File: config.mk
export PLATFORM = sky130hd
export DESIGN_NAME = pr_host_seq
export DESIGN_NICKNAME = d
export VERILOG_FILES = /design/src/rtl/pr_host_seq.sv
export SDC_FILE = /design/constraint.sdc
export NUM_CORES = 1
export LEC_CHECK = 0
export BUFFER_PORTS_ARGS = -buffer_cell sky130_fd_sc_hd__buf_4
export CAP_MARGIN = 0
export CORE_ASPECT_RATIO = 1.25
export CORE_MARGIN = 1.5
export CORE_UTILIZATION = 46
export DETAILED_ROUTE_END_ITERATION = 10
export PLACE_DENSITY = 0.78
export SLEW_MARGIN = 20
export SYNTH_ARGS = -nofsm -noshare
export SYNTH_HDL_FRONTEND = slang
export SYNTH_SLANG_ARGS = --single-unit
File: constraint.sdc
create_clock -name clk -period 1.9 [get_ports clk]
set_input_delay 0.38 -clock clk [delete_from_list [all_inputs] [get_ports clk]]
set_output_delay 0.38 -clock clk [all_outputs]
set_load 0.02 [all_outputs]
File: src/rtl/pr_host_seq.sv
module pr_host_seq #(
  parameter int DW   = 32,
  parameter int GAP  = 10,
  parameter int SYNC = 2
) (
  input  logic          clk,
  input  logic          rst,
  input  logic          start_i,
  input  logic          abort_i,
  input  logic [DW-1:0] s_data,
  input  logic          s_valid,
  input  logic          s_last,
  output logic          s_ready,
  output logic          cfg_req,
  output logic [DW-1:0] cfg_data,
  input  logic          cfg_ready_a,
  input  logic          cfg_done_a,
  input  logic          cfg_err_a,
  input  logic          cfg_crc_a,
  output logic          busy,
  output logic          fin,
  output logic [1:0]    result
);
  localparam int GW = $clog2(GAP + 1);
  localparam logic [1:0] RES_OK = 2'd0, RES_ERR = 2'd1, RES_CRC = 2'd2, RES_WD = 2'd3;

  typedef enum logic [2:0] {
    S_IDLE, S_REQ, S_STRM, S_DONE, S_CLOSE, S_EHOLD, S_ECLR, S_WDRAW
  } st_t;

  st_t st, st_n;
  logic [3:0] sy [SYNC];
  logic [GW-1:0] gap_q;
  logic pend, crc_seen, req_n, end_now, fire;
  logic [1:0] res_n;

  always_ff @(posedge clk) begin
    if (rst) begin
      for (int k = 0; k < SYNC; k++) sy[k] <= '0;
    end else begin
      sy[0] <= {cfg_crc_a, cfg_err_a, cfg_done_a, cfg_ready_a};
      for (int k = 1; k < SYNC; k++) sy[k] <= sy[k-1];
    end
  end

  wire rdy_s  = sy[SYNC-1][0];
  wire done_s = sy[SYNC-1][1];
  wire err_s  = sy[SYNC-1][2];
  wire crc_s  = sy[SYNC-1][3];

  assign s_ready = (st == S_STRM) && rdy_s && !err_s && !abort_i;
  assign fire    = s_valid && s_ready;
  assign busy    = (st != S_IDLE) || (gap_q != '0);

  always_comb begin
    st_n    = st;
    req_n   = cfg_req;
    end_now = 1'b0;
    res_n   = result;
    case (st)
      S_IDLE:  if (start_i && gap_q == '0) begin st_n = S_REQ; req_n = 1'b1; end
      S_REQ:
        if (err_s) st_n = S_EHOLD;
        else if (rdy_s) begin
          if (pend || abort_i) begin st_n = S_WDRAW; req_n = 1'b0; end
          else st_n = S_STRM;
        end
      S_STRM:
        if (err_s) st_n = S_EHOLD;
        else if (abort_i) begin st_n = S_WDRAW; req_n = 1'b0; end
        else if (fire && s_last) st_n = S_DONE;
      S_DONE:
        if (err_s) st_n = S_EHOLD;
        else if (done_s) begin st_n = S_CLOSE; req_n = 1'b0; end
      S_CLOSE: if (!done_s) begin st_n = S_IDLE; end_now = 1'b1; res_n = RES_OK; end
      S_EHOLD: if (!rdy_s) begin st_n = S_ECLR; req_n = 1'b0; end
      S_ECLR:
        if (!err_s) begin
          st_n = S_IDLE; end_now = 1'b1;
          res_n = crc_seen ? RES_CRC : RES_ERR;
        end
      S_WDRAW: if (!rdy_s) begin st_n = S_IDLE; end_now = 1'b1; res_n = RES_WD; end
      default: st_n = S_IDLE;
    endcase
  end

  always_ff @(posedge clk) begin
    if (rst) begin
      st       <= S_IDLE;
      cfg_req  <= 1'b0;
      cfg_data <= '0;
      gap_q    <= '0;
      pend     <= 1'b0;
      crc_seen <= 1'b0;
      fin      <= 1'b0;
      result   <= RES_OK;
    end else begin
      st       <= st_n;
      cfg_req  <= req_n;
      cfg_data <= fire ? s_data : '0;
      fin      <= end_now;
      result   <= res_n;
      pend     <= (st == S_REQ) && (pend || abort_i);
      crc_seen <= (st != S_IDLE) && (crc_seen || crc_s);
      if (cfg_req && !req_n) gap_q <= GW'(GAP);
      else if (gap_q != '0)  gap_q <= gap_q - 1'b1;
    end
  end
endmodule

==> metrics.md, run 1 <==
| Metric | Value |
|---|---|
| Buf+Inv Stages, Crit Path | 1 |
| Clk buf depth | 2 |
| GRT Total Usage | 17.04% |
| CP peak stage delay | 630 ps |
| Largest net degree at the start of global routing | 33 |
| FF-to-FF Start | st[0] |
| Vias | 1505 |
| CP cell instances | nor3b_2 > and3_1 > buf_4 |
| Fmax | 556.8 MHz |
| Critical Path End | s_ready |
| Synth async-reset ratio | 0% |
| Main synth FF type | dfxtp_1 |
| Num rows | 25 |
| Most numerous cell in the Yosys netlist | dfxtp_1 |
| Mapped Area | 1838 µm² |
| Root buffer cell | clkbuf_8 |
| Area growth, synth to finish | 39.01% |
| Setup TNS | 0 ps |
| Post-DP HPWL | 2751 µm |
| Routed WL | 3710 µm |
| Fin crit period | 1796 ps |
| Drt wl/cell | 11.89 µm |
| Clock transition at path regs | 90 ps |
| EDFF count, synth | 0 |
| Met1 usage in global routing | 18.42% |
| Antenna Nets Post-Route | 0 |
| First DRT Iteration DRCs | 44 |
| Crit. End Element | output pin |
| Post-synthesis cell type count | 41 |
| Clock Sinks | 53 |
| Core ar. | 3816 µm² |
| Cell Pwr Density | 982.4 nW/µm² |
| M3 GR Usage | 3.873% |
| Worst EP arrival | 1420 ps |
| Final setup fails | 0 |
| Post-Place Cells | 304 |
| Critical Path Start | st[2] |
| Sequential element share of the synthesized area | 57.73% |
| Tightest Pin Transition | 490.8 ps |
| Leakage power | 1.153 nW |
| Slowest CP cell | dfxtp_1 |
| I/O pin count | 80 |
| GR peak layer | met2 |
| Flop-to-flop setup slack | 210 ps |
| Sequential Area | 1061 µm² |
| RR Endpoint | st[2] |
| Max IR drop VDD | 537.5 µV |
| Initial Util | 48.16% |
| Final period util | 94.53% |
| Vias per inst | 4.824 |
| Hold Buf Count CTS | 0 |
| CP top delay family | flip-flops |
| Synth Register Bits | 53 |
| Post-synthesis net count | 221 |
| Pre-antenna DRT Iters | 4 |
| Final Hold Fails | 0 |
| Slew Viols, Final | 0 |
| Syn Inst Count | 179 |
| Leading post-synthesis cells by instance count | dfxtp_1 (53), and2_1 (32), nor2_1 (9), nor2b_1 (9) |
| Crit path required time | 1520 ps |
| Reg2Reg Depth | 4 |
| Vias in the first global route | 1298 |
| Num CTS Buffers | 5 |
| GR Overflow Total | 0 |
| Layout Cells excl Fill | 312 |
| RSZ-0062 raised after global routing | no |
| Worst Skew | 8.381 ps |
| DRC viols | 0 |
| Chip width | 59.54 µm |
| Crit path kind | reg2out |
| Path length in cells of the critical path | 3 |
| Port Buffers | 79 |
| Largest area contributor in the netlist | dfxtp_1 |
| Status | completed |
| Yosys top cell area share | 57.73% |
| Final net count | 299 |
| Final GP Congestion | 0.8329 |
| Max Cap Viol | 0 |
| CP startpoint kind | register |
| Share of cells above drive strength 1 | 37.21% |
| Total Power | 2.510 mW |
| CTS tree | done |
| Worst hold slack | 268.0 ps |
| Met2 Use GR | 30.04% |
| Diode count | 0 |
| Filler Cell Count | 322 |
| Die area | 4386 µm² |
| Multi-input gate area | 719.4 µm² |
| Global-route wire length before repair | 5568 µm |
| Die Span Y | 73.67 µm |
| Syn_area_per_cell | 10.27 µm² |
| Antenna violations before repair | 0 |
| H-tree depth | 2 |
| Worst min path class | in2reg |
| Critical Path Fanout Max | 14 |
| Slew margin rel. | 67.23% |
| Synth top area cells | dfxtp_1 (58%), and2_1 (11%), nor2b_1 (3.1%) |
| Ys Warns | 0 |
| Worst-Skew Late Latency | 300 ps |
[sequential cells by signal, indices dropped and copies added, names as in the netlist]
signal / cells
st: 3
cfg_data: 32
gap_q: 4
cfg_req: 1
result: 2
crc_seen: 1
pend: 1
sy: 8
fin: 1
[power breakdown]
part | switching [mW] | internal [mW] | leakage [nW]
Clock | 0.344 | 0.260 | 0.0374
Sequential | 0.110 | 1.17 | 0.430
Combinational | 0.315 | 0.309 | 0.686
[worst reg2reg max path, cell delays in order (launching register included)]
cell     delay, ps
dfxtp_1        630
inv_1          230
o41ai_2        460
nor3_1         120
mux2i_1        140
[routing by layer]
metal	up-vias	part of all wire, %
li1	756	-
met1	684	38
met2	58	55
met3	7	5.9
met4	0	1.6
met5	-	0
[logic make-up (layout without fill, tap and decap cells)]
kind of cell	after synthesis	in the layout	share of synthesized area, %
simple gates	85	85	26.41
compound gates	26	26	11.03
flops	53	53	57.73
mux	2	2	1.361
buf+inv	13	92	3.472
[cells in the final DEF (no fill, tap or decap), types with 2 or more instances in the layout]
| cell type | n |
|---|---|
| nor2b_1 | 9 |
| nand3_1 | 3 |
| nand2b_1 | 5 |
| nor2_1 | 9 |
| and3_1 | 2 |
| and2_1 | 32 |
| a211oi_1 | 3 |
| nor4_1 | 3 |
| a21oi_1 | 4 |
| o21ai_0 | 3 |
| nor3_1 | 7 |
| buf_4 | 81 |
| clkbuf_8 | 5 |
| inv_1 | 3 |
| nand2_1 | 8 |
| clkinvlp_4 | 2 |
| dfxtp_1 | 53 |
[cell type report]
class / count / share of cell area (%)
Sequential cell: 53 / 41.53
Multi-Input combinational cell: 113 / 28.16
Timing Repair Buffer: 81 / 23.80
Clock buffer: 6 / 2.840
Tap cell: 54 / 2.644
Clock inverter: 2 / 0.5877
Inverter: 3 / 0.4407
[worst min path at each step]
stage | to | depth (start not counted) | from
2_1_floorplan | sy[0][4] | 1 | sy[0][0]
3_3_place_gp | sy[0][5] | 1 | sy[0][1]
3_5_place_dp | sy[0][5] | 1 | sy[0][1]
4_1_cts | cfg_data[25] | 2 | s_data[25]
5_1_grt | cfg_data[5] | 2 | s_data[5]
6_report | cfg_data[25] | 2 | s_data[25]
[what timing repair did]
action / in CTS / in global routing
gates resized for setup: 1 / 1
endpoints found under the setup margin: 1 / 32
setup buffers: 0 / 0
[metrics by stage]
stage	setup slack [ps]	util [%]	instance area (µm²)
after global routing	30.79	66.95	2555
after detailed placement	134.3	64.49	2461
after CTS	96.19	66.92	2554
after global placement	217.0	64.49	2461
final	104.0	66.95	2555
after floorplan	472.6	-	1838
(Power assumes the default switching activity.)
==> inputs of run 2 (changes only) <==
--- a/config.mk
+++ b/config.mk
@@ -14,3 +14,2 @@
 export PLACE_DENSITY = 0.78
-export SLEW_MARGIN = 20
 export SYNTH_ARGS = -nofsm -noshare
--- a/constraint.sdc
+++ b/constraint.sdc
@@ -3,2 +3,2 @@
 set_output_delay 0.38 -clock clk [all_outputs]
-set_load 0.02 [all_outputs]
+set_load 0.05 [all_outputs]
==> run 2 against run 1 <==
Effect of this change: critical path depth increased by 1; global-route usage increased by 0.16 points; total power increased by 9.8%; sequential share of layout area decreased by 0.60 points; final area increased by 1.5%; worst setup slack got worse by 7.1 ps; critical path type unchanged.
==> metrics.md, run 2 (synthesized netlist as in run 1, its figures left out) <==
| Metric | Value |
|---|---|
| Status | completed |
| Final GP Congestion | 0.8663 (+4.0%) |
| Biggest register | cfg_data |
| Sw power | 0.8646 mW (+12%) |
| Initial Util | 48.16% (unchanged) |
| Max IR drop VDD | 578.3 µV (+7.6%) |
| Most frequent cells in the layout | buf_4 (82), dfxtp_1 (53), and2_1 (32) |
| Fmax | 554.6 MHz (-0.39%) |
| Total setup buffers inserted after CTS | 0 (unchanged) |
| Max FFs per register | 32 (unchanged) |
| Routed WL | 3832 µm (+3.3%) |
| Die area | 4386 µm² (unchanged) |
| Cell Pwr Density | 1063 nW/µm² (+8.2%) |
| Slew Viols, Final | 0 (unchanged) |
| CTS tree | done |
| Filler Cell Count | 324 (+0.62%) |
| Global-route wire length before repair | 5692 µm (+2.2%) |
| Final setup fails | 0 (unchanged) |
| Slew margin rel. | 69.46% (+2.2 points) |
| CP startpoint kind | register |
| Largest net degree at the start of global routing | 33 (unchanged) |
| First DRT Iteration DRCs | 20 (-55%) |
| Top sig layer | met4 |
| DRC viols | 0 (unchanged) |
| Setup TNS | 0 ps (unchanged) |
| M1 wire length | 1545 µm (+9.9%) |
| Port Buffers | 79 (unchanged) |
| Leakage power | 1.178 nW (+2.2%) |
| Worst EP arrival | 1420 ps (about the same) |
| Die Span Y | 73.67 µm (unchanged) |
| I/O pin count | 80 (unchanged) |
| Num CTS Buffers | 5 (unchanged) |
| Crit. End Element | output pin |
| Drt wl/cell | 12.24 µm (+3.0%) |
| Pre-antenna DRT Iters | 4 (unchanged) |
| Final Hold Fails | 0 (unchanged) |
| Diode count | 0 (unchanged) |
| Crit path kind | reg2out |
| Root buffer cell | clkbuf_8 |
| Post-Place Cell Area | 2469 µm² (+0.31%) |
| Max Cap Viol | 0 (unchanged) |
| Net Sw Frac | 31.37% (+0.74 points) |
| Area growth, synth to finish | 41.05% |
| Flop-to-flop setup slack | 230 ps (+20 ps) |
| Final Instance Area | 2592 µm² (+1.5%) |
| Worst min path class | in2reg |
| Post-DP HPWL | 2758 µm (+0.25%) |
| Vias per inst | 4.684 (-2.9%) |
| GRT Total Usage | 17.20% (+0.16 points) |
| Int Pwr | 1.892 mW (+8.6%) |
| Combinational share of power | 27.6% (+2.7 points) |
| Worst-Skew Late Latency | 300 ps (about the same) |
| Top flop regs | cfg_data x32, sy x8, gap_q x4 |
| Clock transition at path regs | 90 ps (about the same) |
| Vias in the first global route | 1323 (+1.9%) |
| Commonest non-fill, non-tap cell in the layout | buf_4 |
| Chip width | 59.54 µm (unchanged) |
| Antenna Nets Post-Route | 0 (unchanged) |
| Final net count | 300 (+0.33%) |
| GR Overflow Total | 0 (unchanged) |
| Fin crit period | 1803 ps (+7.107 ps) |
| Crit path required time | 1520 ps (about the same) |
| Antenna violations before repair | 0 (unchanged) |
| Final period util | 94.90% (+0.37 points) |
| Clock power frac | 26.9% (+2.8 points) |
| Final Util | 67.93% (+0.98 points) |
| H-tree depth | 2 (unchanged) |
| Routed wl met2 | 1983 µm (-1.9%) |
| Worst Skew | 8.620 ps (+0.2384 ps) |
| Tightest Pin Transition | 457.5 ps (-33.30 ps) |
| Core ar. | 3816 µm² (unchanged) |
| Clk buf depth | 2 (unchanged) |
| Routed wl met3 | 230 µm (+5.5%) |
| Critical Path Fanout Max | 12 (-2) |
| Num rows | 25 (unchanged) |
| Sequential power share | 45.5% (-5.6 points) |
| Vias | 1466 (-2.6%) |
| RSZ-0062 raised after global routing | no |
| Clock Sinks | 53 (unchanged) |
| Share of cells above drive strength 1 | 37.84% (+0.63 points) |
run 2: cell types whose count changed in the layout (fill, tap and decap cells not counted):
| cell | previous run | this run |
|---|---|---|
| nor4_1 | 3 | 2 |
| buf_4 | 81 | 82 |
| nor4_2 | 0 | 1 |
| clkinv_4 | 0 | 1 |
| bufinv_16 | 0 | 1 |
| clkinvlp_4 | 2 | 0 |
run 2: per-stage QoR:
step	power, mW	setup slack [ps]	instances	hold WS [ps]
2_1_floorplan	1.810	370.1	179	413.8
3_3_place_gp	2.007	245.3	305	417.0
3_5_place_dp	2.018	189.4	305	420.4
4_1_cts	2.765	76.79	313	269.9
5_1_grt	2.899	21.21	313	264.6
6_report	2.756	96.86	313	272.9
run 2: layout make-up:
cell class | instances | area (µm²) | share of cell area (%)
sequential | 53 | 1061 | 40.93
multi-input combinational | 113 | 725.7 | 27.99
timing repair buffer | 82 | 615.6 | 23.75
clock buffer | 6 | 72.57 | 2.799
tap | 54 | 67.56 | 2.606
clock inverter | 2 | 38.79 | 1.496
inverter | 3 | 11.26 | 0.4344
run 2: path summary, 6_finish.rpt:
kind | end | cells past startpoint | from
setup reg to reg | st[2] | 4 | st[0]
hold / removal | cfg_data[4] | 2 | s_data[4]
hold reg to reg | sy[0][6] | 1 | sy[0][2]
setup / recovery | busy | 4 | st[2]
run 2: per-layer routing:
metal	GRT usage (%)	up-vias
met5	0	-
met3	5.282	7
met1	20.11	643
met4	7.407	0
met2	28.69	53
li1	-	763
run 2: timing repair:
item | 4_1_cts | 5_1_grt
gates resized for setup | 1 | 2
setup endpoints to repair | 1 | 5
hold buffers | 0 | 0
run 2: critical path, cell delays in order (launching register included):
cell	delay, ps
dfxtp_1	330
buf_4	180
nor3_2	310
nand2_1	100
buf_4	200
run 2: power groups by stage:
stage | clock, mW | combinational (mW) | sequential [mW]
after floorplan | 0 | 0.515 | 1.29
after global placement | 0 | 0.734 | 1.27
after detailed placement | 0 | 0.742 | 1.28
after CTS | 0.760 | 0.754 | 1.25
after global routing | 0.812 | 0.824 | 1.26
final | 0.743 | 0.760 | 1.25
